File: src/rtl/osc_guard_pkg.sv
package osc_guard_pkg;
  typedef enum logic [1:0] {
    LK_CLOSED = 2'd0,
    LK_ARMED  = 2'd1,
    LK_OPEN   = 2'd2
  } lane_state_e;

  localparam int WORD_W   = 16;
  localparam int LANES    = 2;
  localparam int CUR_LSB  = 12;
  localparam int NEW_LSB  = 8;
  localparam int LOCK_BIT = 5;
  localparam int SWEN_BIT = 0;
endpackage

File: src/rtl/osc_guard_lane.sv
module osc_guard_lane
  import osc_guard_pkg::*;
#(
  parameter logic [7:0] KEY_FIRST  = 8'h00,
  parameter logic [7:0] KEY_SECOND = 8'h00
) (
  input  logic       clk,
  input  logic       rst_n,
  input  logic       wr_stb,
  input  logic [7:0] wr_byte,
  output logic       accept
);
  lane_state_e state_q, state_d;

  always_comb begin
    state_d = state_q;
    if (wr_stb) begin
      unique case (state_q)
        LK_CLOSED: state_d = (wr_byte == KEY_FIRST)  ? LK_ARMED : LK_CLOSED;
        LK_ARMED:  state_d = (wr_byte == KEY_SECOND) ? LK_OPEN  : LK_CLOSED;
        LK_OPEN:   state_d = LK_CLOSED;
        default:   state_d = LK_CLOSED;
      endcase
    end
  end

  // the single write that lands in the open state is the one let through
  assign accept = wr_stb && (state_q == LK_OPEN);

  always_ff @(posedge clk or negedge rst_n) begin
    if (!rst_n) state_q <= LK_CLOSED;
    else        state_q <= state_d;
  end
endmodule

File: src/rtl/osc_guard_sync.sv
module osc_guard_sync #(
  parameter int STAGES = 2
) (
  input  logic clk,
  input  logic rst_n,
  input  logic d_async,
  output logic q_sync
);
  logic [STAGES-1:0] chain_q;

  always_ff @(posedge clk or negedge rst_n) begin
    if (!rst_n) chain_q <= '0;
    else        chain_q <= {chain_q[STAGES-2:0], d_async};
  end

  assign q_sync = chain_q[STAGES-1];
endmodule

File: src/rtl/osc_guard_seq.sv
module osc_guard_seq #(
  parameter int               OSC_W     = 3,
  parameter logic [OSC_W-1:0] RESET_OSC = '0,
  parameter logic [(1<<OSC_W)-1:0] PLL_MASK = '0
) (
  input  logic             clk,
  input  logic             rst_n,
  input  logic             sel_wr,
  input  logic [OSC_W-1:0] sel_val,
  input  logic             en_wr,
  input  logic             en_val,
  input  logic             src_ready,
  input  logic             lock_sync,
  output logic [OSC_W-1:0] new_osc,
  output logic [OSC_W-1:0] cur_osc,
  output logic             swen
);
  logic target_pll, same_sel, can_switch;

  assign target_pll = PLL_MASK[new_osc];
  assign same_sel   = (new_osc == cur_osc);
  assign can_switch = src_ready && (!target_pll || lock_sync);

  always_ff @(posedge clk or negedge rst_n) begin
    if (!rst_n) begin
      cur_osc <= RESET_OSC;
      new_osc <= RESET_OSC;
      swen    <= 1'b0;
    end else begin
      if (sel_wr) new_osc <= sel_val;
      if (swen) begin
        if (same_sel) begin
          swen <= 1'b0;
        end else if (can_switch) begin
          cur_osc <= new_osc;
          swen    <= 1'b0;
        end
      end
      // an accepted low-lane write takes priority over completion
      if (en_wr) swen <= en_val;
    end
  end
endmodule

File: src/rtl/osc_switch_guard.sv
module osc_switch_guard
  import osc_guard_pkg::*;
#(
  parameter int               OSC_W     = 3,
  parameter logic [OSC_W-1:0] RESET_OSC = '0,
  parameter logic [(1<<OSC_W)-1:0] PLL_MASK = 8'b0000_1010,
  parameter int               SYNC_STAGES = 2
) (
  input  logic        clk,
  input  logic        rst_n,
  input  logic        bus_we,
  input  logic [1:0]  bus_be,
  input  logic [15:0] bus_wdata,
  output logic [15:0] reg_rdata,
  input  logic        src_ready,
  input  logic        pll_lock_in,
  output logic        lock_status,
  output logic [2:0]  cur_osc
);
  localparam logic [7:0] HI_K1 = 8'h78;
  localparam logic [7:0] HI_K2 = 8'h9A;
  localparam logic [7:0] LO_K1 = 8'h46;
  localparam logic [7:0] LO_K2 = 8'h57;

  logic [LANES-1:0] lane_accept;
  logic             lock_sync;
  logic [OSC_W-1:0] new_osc_q, cur_osc_q;
  logic             swen_q;

  for (genvar g = 0; g < LANES; g++) begin : g_lane
    osc_guard_lane #(
      .KEY_FIRST (g == 1 ? HI_K1 : LO_K1),
      .KEY_SECOND(g == 1 ? HI_K2 : LO_K2)
    ) u_lane (
      .clk    (clk),
      .rst_n  (rst_n),
      .wr_stb (bus_we && bus_be[g]),
      .wr_byte(bus_wdata[g*8 +: 8]),
      .accept (lane_accept[g])
    );
  end

  osc_guard_sync #(.STAGES(SYNC_STAGES)) u_lock_sync (
    .clk    (clk),
    .rst_n  (rst_n),
    .d_async(pll_lock_in),
    .q_sync (lock_sync)
  );

  osc_guard_seq #(
    .OSC_W    (OSC_W),
    .RESET_OSC(RESET_OSC),
    .PLL_MASK (PLL_MASK)
  ) u_seq (
    .clk      (clk),
    .rst_n    (rst_n),
    .sel_wr   (lane_accept[1]),
    .sel_val  (bus_wdata[NEW_LSB +: OSC_W]),
    .en_wr    (lane_accept[0]),
    .en_val   (bus_wdata[SWEN_BIT]),
    .src_ready(src_ready),
    .lock_sync(lock_sync),
    .new_osc  (new_osc_q),
    .cur_osc  (cur_osc_q),
    .swen     (swen_q)
  );

  assign lock_status = PLL_MASK[cur_osc_q] & lock_sync;
  assign cur_osc     = cur_osc_q;

  always_comb begin
    reg_rdata                       = '0;
    reg_rdata[CUR_LSB +: OSC_W]     = cur_osc_q;
    reg_rdata[NEW_LSB +: OSC_W]     = new_osc_q;
    reg_rdata[LOCK_BIT]             = lock_status;
    reg_rdata[SWEN_BIT]             = swen_q;
  end
endmodule

File: config.mk
export PLATFORM = sky130hd
export DESIGN_NAME = osc_switch_guard
export DESIGN_NICKNAME = d
export VERILOG_FILES = /design/src/rtl/osc_guard_pkg.sv /design/src/rtl/osc_guard_lane.sv /design/src/rtl/osc_guard_sync.sv /design/src/rtl/osc_guard_seq.sv /design/src/rtl/osc_switch_guard.sv
export SDC_FILE = /design/constraint.sdc
export NUM_CORES = 1
export LEC_CHECK = 0
export BUFFER_PORTS_ARGS = -buffer_cell sky130_fd_sc_hd__buf_4
export CAP_MARGIN = 20
export CORE_MARGIN = 2
export CORE_UTILIZATION = 38
export CTS_CLUSTER_DIAMETER = 40
export CTS_CLUSTER_SIZE = 24
export DETAILED_ROUTE_END_ITERATION = 6
export PLACE_DENSITY = 0.74
export RECOVER_POWER = 50
export SLEW_MARGIN = 20
export SYNTH_ARGS = -nofsm -noshare
export SYNTH_HDL_FRONTEND = slang
export SYNTH_HIERARCHICAL = 1
export SYNTH_SLANG_ARGS = --single-unit
File: constraint.sdc
create_clock -name clk -period 1.2 [get_ports clk]
set_input_delay 0.06 -clock clk [delete_from_list [all_inputs] [get_ports clk]]
set_output_delay 0.06 -clock clk [all_outputs]
set_load 0.03 [all_outputs]
==> results of run 1 <==
cells by family after synthesis:
logic type,after synthesis,synth area share (%)
flops,13,43.6
simple gates,19,19.3
mux,5,7.55
compound gates,8,10.4
xor+xnor,3,3.52
other cells,1,0.503
buf+inv,17,15.1
cell usage after synthesis, types with 2 or more instances:
cell type,count,area (um2)
and3_2,2,15.0
mux2_2,5,56.3
and2_1,2,12.5
o31ai_1,2,15.0
xnor2_1,3,26.3
nand4_1,2,12.5
nand2_1,2,7.51
buf_4,13,97.6
inv_1,3,11.3
o22ai_1,2,12.5
nor3b_1,2,15.0
dfrtp_1,13,325
power by group through the flow:
stage | clock network, uW | logic (uW) | registers, uW
after global placement | 0 | 255 | 485
after CTS | 268 | 263 | 477
final | 256 | 269 | 477
after global routing | 300 | 286 | 480
after detailed placement | 0 | 255 | 485
after floorplan | 0 | 107 | 526
per-layer routing:
metal  track usage [%]  up-vias  wire [um]
met5                 0        -          0
met3              4.01        0         82
met4              4.29        0          0
met1              15.2      283        618
li1                  -      299          -
met2              24.5       22        854
path summary, 6_finish.rpt:
path / endpoint / slack, ns / cells after the start
max: u_seq/cur_osc[2] / -0.05 / 3
min: u_seq/new_osc[0] / 0.04 / 3
max reg2reg: u_seq/cur_osc[2] / -0.05 / 3
min reg2reg: u_lock_sync/chain_q[1] / 0.36 / 0
max in group asynchronous: u_seq/new_osc[0] / 0.38 / 2
min in group asynchronous: g_lane[1].u_lane/state_q[0] / 0.34 / 2
layout make-up:
| class | count | area share [%] |
|---|---|---|
| tap | 27 | 3.04 |
| multi-input combinational | 43 | 32.8 |
| timing repair buffer | 44 | 30.9 |
| inverter | 4 | 1.35 |
| clock buffer | 4 | 2.37 |
| sequential | 13 | 29.5 |
worst max-delay path, cell delays in order, from the launching register on:
cell	delay, ns
dfrtp_2	0.36
inv_2	0.06
o311ai_4	0.35
mux2_2	0.37
through the flow:
step | instances | setup TNS, ns
CTS | 132 | -0.242
finish | 135 | -0.191
detailed placement | 125 | -0.181
global placement | 125 | -0.0377
floorplan | 73 | -0.262
global route | 135 | -0.557
layout by cell type, fill, tap and decap left out, types with 2 or more instances in the layout:
| master | instances |
|---|---|
| xnor2_1 | 3 |
| buf_4 | 37 |
| dfrtp_2 | 2 |
| conb_1 | 8 |
| nand2_1 | 2 |
| dlygate4sd3_1 | 2 |
| clkbuf_4 | 4 |
| mux2_2 | 4 |
| dfrtp_1 | 11 |
| and2_1 | 2 |
| nand4_1 | 2 |
| inv_1 | 3 |
| buf_6 | 3 |
| o22ai_1 | 2 |
| nor3b_1 | 2 |
| and3_2 | 2 |
| clkbuf_1 | 2 |
state kept, by name (all words and copies together), names as in the netlist:
register and count:
g_lane.u_lane/state_q 4, u_seq/new_osc 3, u_seq/cur_osc 3, u_lock_sync/chain_q 2, u_seq/swen 1
timing repair:
action | 4_1_cts | 5_1_grt
pin swaps | 3 | 1
endpoints found under the hold margin | 14 | 0
setup buffers | 1 | 3
hold buffers | 2 | 0
gates resized for setup | 4 | 4
endpoints found under the setup margin | 7 | 8
==> key figures, run 1 <==
Setup path
  • Critical path class: flop to flop
  • CP arrival: 1.40 ns
  • WP data required: 1.35 ns
  • Worst Setup SP: u_seq/new_osc[0]
  • Reg2reg start: u_seq/new_osc[0]
  • Startpoint types: flop
  • Crit Path Max Fanout: 3
  • Setup crit end kind: flop

Outcome
  • Outcome: finished with violations
  • Failing checks: negative setup slack

Yosys
  • Mapped Cells: 66
  • Number of synthesized flops with an enable pin: 0
  • Post-synth top flop: dfrtp_1
  • Post-synthesis instance area: 746 um2
  • Synth cell types: 27
  • Post-synthesis sequential area ratio: 43.6%
  • Post-synthesis register bit count: 13
  • Ys async rst share: 100%
  • Count of warnings emitted by yosys: 6
  • Syn avg cell area: 11.3 um2

GRT
  • Initial antenna violation count: 0
  • Gr usage total: 13.5%
  • Vias in the first global route: 585
  • Largest net degree at the start of global routing: 14
  • First-pass GRT wire length: 2480 um
  • GRT overflow: 0

Routing
  • WL/cell: 11.5 um
  • # DRC: 0
  • Final WL: 1560 um
  • Routed vias: 604
  • Starting DRT DRC Count: 6
  • Avg Vias per Cell: 4.47
  • First drt pass iteration count: 4
  • Antenna Nets Post-Route: 0

Placed design
  • Pre-CTS WS: -0.0840 ns
  • Post-DP HPWL: 1170 um
  • DP Area: 997 um2
  • RD Place Congestion: 0.715
  • Buffers added on ports: 34

Worst hold path
  • Worst hold path type: primary input to flop
  • Min-delay src: bus_wdata[8]

STA
  • Final Hold Viols: 0
  • RSZ-0062 raised after global routing: yes
  • Final period util: 104%
  • Setup WS post-layout: -0.0493 ns
  • Slew @ Worst Pin: 0.678 ns
  • Skew final: 0.00568 ns
  • Final min period: 1.25 ns
  • Hold slack: 0.0362 ns
  • # setup viols final: 6
  • Rel. slew slack: 54.8%
  • Slew Viols, Final: 0
  • Maximum clock frequency: 800 MHz

Floorplan
  • FP Rows: 16
  • Die Span X: 48.3 um
  • Core ar.: 0.00190 mm2
  • Initial Util: 39.2%
  • DIE AREA: 0.00233 mm2
  • Vert. Die Dim: 48.3 um
  • Ports: 43

Layout
  • Final core utilization: 58.4%
  • Area taken by multi-input logic gates: 364 um2
  • Nets: 132
  • Fillers: 162
  • Share of cells above drive strength 1: 56.5%
  • Sequential Area: 328 um2
  • Fin area: 0.00111 mm2
  • Area delta synth->final: 48.8%
  • # diodes: 0

Power
  • Sequential share of power: 47.6%
  • Leak: 0.000533 uW
  • Switching fraction of total power: 28.8%
  • Clock power share: 25.6%
  • Logic gate share of total power: 26.8%
  • Pint: 713 uW
  • Total power: 1000 uW
  • VDD IR max: 0.686 mV
  • Pwr dens: 903 mW/mm2
  • Sw power: 288 uW

CTS
  • Cts bufs inserted: 3
  • H-tree depth: 1
  • Clock sinks: 13
  • Clock latency on the worst-skew pair: 0.27 ns
  • Max Root-Sink Buffers: 2
  • CTS Root Buffer Type: clkbuf_4
  • CTS tree: done
  • Worst-path clk slew: 0.07 ns

Job
  • Max-cap violations: 0
No activity file was read; power rests on OpenSTA's default activity.
==> run 2: changes to the inputs <==
--- a/config.mk
+++ b/config.mk
@@ -17,5 +17,4 @@
 export SLEW_MARGIN = 20
 export SYNTH_ARGS = -nofsm -noshare
 export SYNTH_HDL_FRONTEND = slang
-export SYNTH_HIERARCHICAL = 1
 export SYNTH_SLANG_ARGS = --single-unit
==> key figures, run 2 <==
Yosys
  • Adder-Cell Fraction of Synth Area: 0% (unchanged)
  • Synth Area in XOR/XNOR: 3.61% (was 3.52%)
  • Dominant cell type by area after synthesis: dfrtp_1 (unchanged)
  • Syn avg cell area: 10.9 um2 (was 11.3 um2)
  • Count of warnings emitted by yosys: 0 (was 6)
  • Number of synthesized flops with an enable pin: 0 (unchanged)
  • Post-synth top flop: dfrtp_1 (unchanged)
  • Largest family of logic cells by synthesized area: simple AND/OR/NAND/NOR gates (unchanged)
  • Simple-Gate Fraction of Synth Area: 20.3% (was 19.3%)
  • Top cells by count, synth: buf_4, dfrtp_1, nand2_1 (was buf_4, dfrtp_1, mux2_2)
  • Compound-Gate Fraction of Synth Area: 7.22% (was 10.4%)
  • Ys async rst share: 100% (unchanged)
  • Area share of the largest cell type after synthesis: 44.7% (was 43.6%)
  • Synth cell types: 23 (was 27)
  • Largest cells by area after synthesis: dfrtp_1, buf_4, mux2_2 (unchanged)
  • Post-synthesis sequential area ratio: 44.7% (was 43.6%)
  • Post-synthesis instance area: 728 um2 (was 746 um2)
  • Post-synthesis mux area share: 9.28% (was 7.55%)
  • Mapped Cells: 67 (was 66)
  • Post-synthesis register bit count: 13 (unchanged)

Routing
  • Antenna Nets Post-Route: 0 (unchanged)
  • Final WL: 1520 um (was 1560 um)
  • Avg Vias per Cell: 4.69 (was 4.47)
  • WL/cell: 11.5 um (about the same)
  • Routed vias: 624 (was 604)
  • Starting DRT DRC Count: 7 (was 6)
  • # DRC: 0 (unchanged)
  • First drt pass iteration count: 4 (unchanged)

Layout
  • Fillers: 157 (was 162)
  • Most common cell after layout, fill and taps aside: buf_4 (unchanged)
  • Area taken by multi-input logic gates: 343 um2 (was 364 um2)
  • # diodes: 0 (unchanged)
  • Non-filler cells, final: 133 (was 135)
  • Share of cells above drive strength 1: 53.7% (was 56.5%)
  • Area delta synth->final: 46.2% (was 48.8%)
  • Max FFs per register: 4 (unchanged)
  • Commonest cells after routing, fill and taps aside: buf_4, dfrtp_1, conb_1 (unchanged)
  • Sequential Area: 328 um2 (unchanged)
  • Nets: 132 (unchanged)
  • Biggest regs: g_lane.u_lane.state_q: 4 flops, u_seq.cur_osc: 3 flops, u_seq.new_osc: 3 flops (was g_lane.u_lane/state_q: 4 flops, u_seq/cur_osc: 3 flops, u_seq/new_osc: 3 flops)
  • Reg with most FFs: g_lane.u_lane.state_q (was g_lane.u_lane/state_q)

STA
  • Slew @ Worst Pin: 0.680 ns (was 0.678 ns)
  • RSZ-0062 raised after global routing: yes (unchanged)
  • Slew Viols, Final: 0 (unchanged)
  • Final min period: 1.26 ns (was 1.25 ns)
  • Skew final: 0.00391 ns (was 0.00568 ns)
  • Maximum clock frequency: 795 MHz (was 800 MHz)
  • Rel. slew slack: 54.7% (was 54.8%)
  • Final period util: 105% (was 104%)
  • # setup viols final: 4 (was 6)
  • Final Hold Viols: 0 (unchanged)
  • Setup WS post-layout: -0.0572 ns (was -0.0493 ns)

Floorplan
  • Ports: 43 (unchanged)
  • FP Rows: 15 (was 16)
  • Core ar.: 0.00176 mm2 (was 0.00190 mm2)
  • Initial Util: 41.3% (was 39.2%)
  • Die Span X: 47.8 um (was 48.3 um)
  • DIE AREA: 0.00228 mm2 (was 0.00233 mm2)
  • Vert. Die Dim: 47.8 um (was 48.3 um)

Setup path
  • R2R depth: 3 (unchanged)
  • CP arrival: 1.41 ns (was 1.40 ns)
  • Critical path class: flop to flop (unchanged)
  • WP data required: 1.36 ns (was 1.35 ns)
  • R2r endpoint: u_seq.cur_osc[2] (was u_seq/cur_osc[2])
  • Setup crit end kind: flop (unchanged)
  • Startpoint types: flop (unchanged)
  • Worst R2R Setup Slack: -0.06 ns (was -0.05 ns)
  • Worst Setup SP: u_seq.new_osc[2] (was u_seq/new_osc[0])
  • Crit Path Max Fanout: 3 (unchanged)
  • Reg2reg start: u_seq.new_osc[2] (was u_seq/new_osc[0])
  • Critical path capture point: u_seq.cur_osc[2] (was u_seq/cur_osc[2])

GRT
  • Largest net degree at the start of global routing: 14 (unchanged)
  • GRT overflow: 0 (unchanged)
  • Vias in the first global route: 578 (was 585)
  • Initial antenna violation count: 0 (unchanged)
  • First-pass GRT wire length: 2270 um (was 2480 um)
  • Gr usage total: 14.5% (was 13.5%)

CTS
  • H-tree depth: 1 (unchanged)
  • CTS tree: done (unchanged)
  • CTS Root Buffer Type: clkbuf_4 (unchanged)
  • Cts bufs inserted: 3 (unchanged)
  • Clock sinks: 13 (unchanged)
  • Max Root-Sink Buffers: 2 (unchanged)
  • Clock latency on the worst-skew pair: 0.27 ns (about the same)
  • Worst-path clk slew: 0.07 ns (about the same)

Worst hold path
  • Worst hold path type: primary input to flop (unchanged)

Placed design
  • Placed cells: 123 (was 125)
  • Buffers added on ports: 34 (unchanged)
  • Post-DP HPWL: 1170 um (about the same)
  • Pre-CTS WS: -0.0196 ns (was -0.0840 ns)
  • RD Place Congestion: 0.786 (was 0.715)

Job
  • Max-cap violations: 0 (unchanged)

Outcome
  • Failing checks: negative setup slack (unchanged)
  • Outcome: finished with violations (unchanged)

Power
  • Leak: 0.000557 uW (was 0.000533 uW)
  • VDD IR max: 0.779 mV (was 0.686 mV)
  • Pwr dens: 774 mW/mm2 (was 903 mW/mm2)
[run 2: worst min-delay path by stage]
stage,from,end,depth (start not counted)
4_1_cts,bus_wdata[0],u_seq.swen,3
6_report,bus_wdata[0],u_seq.swen,3
3_3_place_gp,rst_n,u_seq.cur_osc[1],1
2_1_floorplan,rst_n,g_lane[0].u_lane.state_q[0],0
3_5_place_dp,rst_n,u_seq.new_osc[1],1
5_1_grt,bus_wdata[8],u_seq.new_osc[0],2
[run 2: critical path, cell delays in order (launching register included)]
cell	delay, ns
dfrtp_2	0.41
nor3b_2	0.19
nand3b_1	0.20
mux2_2	0.35
[run 2: layout make-up]
class | count | share of cell area [%]
sequential | 13 | 30.8
multi-input combinational | 46 | 32.2
tap | 25 | 2.94
inverter | 2 | 0.705
clock buffer | 4 | 2.47
timing repair buffer | 43 | 30.9
[run 2: what timing repair did]
action,in CTS,in global routing
gates resized for setup,0,4
setup endpoints to repair,5,7
hold buffers,2,0
buffers inserted,2,2
endpoints found under the hold margin,14,0
pin swaps,0,2
[run 2: where the power goes]
group | total (uW) | internal [uW] | switching, uW
registers | 444 | 442 | 1.95
clock network | 254 | 129 | 126
logic | 127 | 59.0 | 67.6
[run 2: logic make-up after synthesis]
logic type / count (synthesis)
compound gates: 6
buf+inv: 15
simple gates: 23
xor+xnor: 3
mux: 6
flops: 13
other cells: 1
[run 2: stage by stage]
| stage | cell area, um2 | power (uW) | TNS [ns] | hold slack [ns] | util [%] |
|---|---|---|---|---|---|
| after floorplan | 763 | 521 | -0.235 | -0.236 | - |
| after global placement | 975 | 570 | 0 | -0.0889 | 55.2 |
| after detailed placement | 975 | 573 | -0.0774 | -0.0859 | 55.2 |
| after CTS | 1040 | 839 | -0.106 | 0.00691 | 58.7 |
| after global routing | 1060 | 876 | -0.452 | 0.0161 | 60.4 |
| final | 1060 | 825 | -0.166 | 0.0234 | 60.4 |
[run 2: routing by layer]
layer	global-route usage, %	routed length, um
met5	0	0
met4	1.62	0
met3	7.17	107
met2	25.9	803
met1	16.0	611
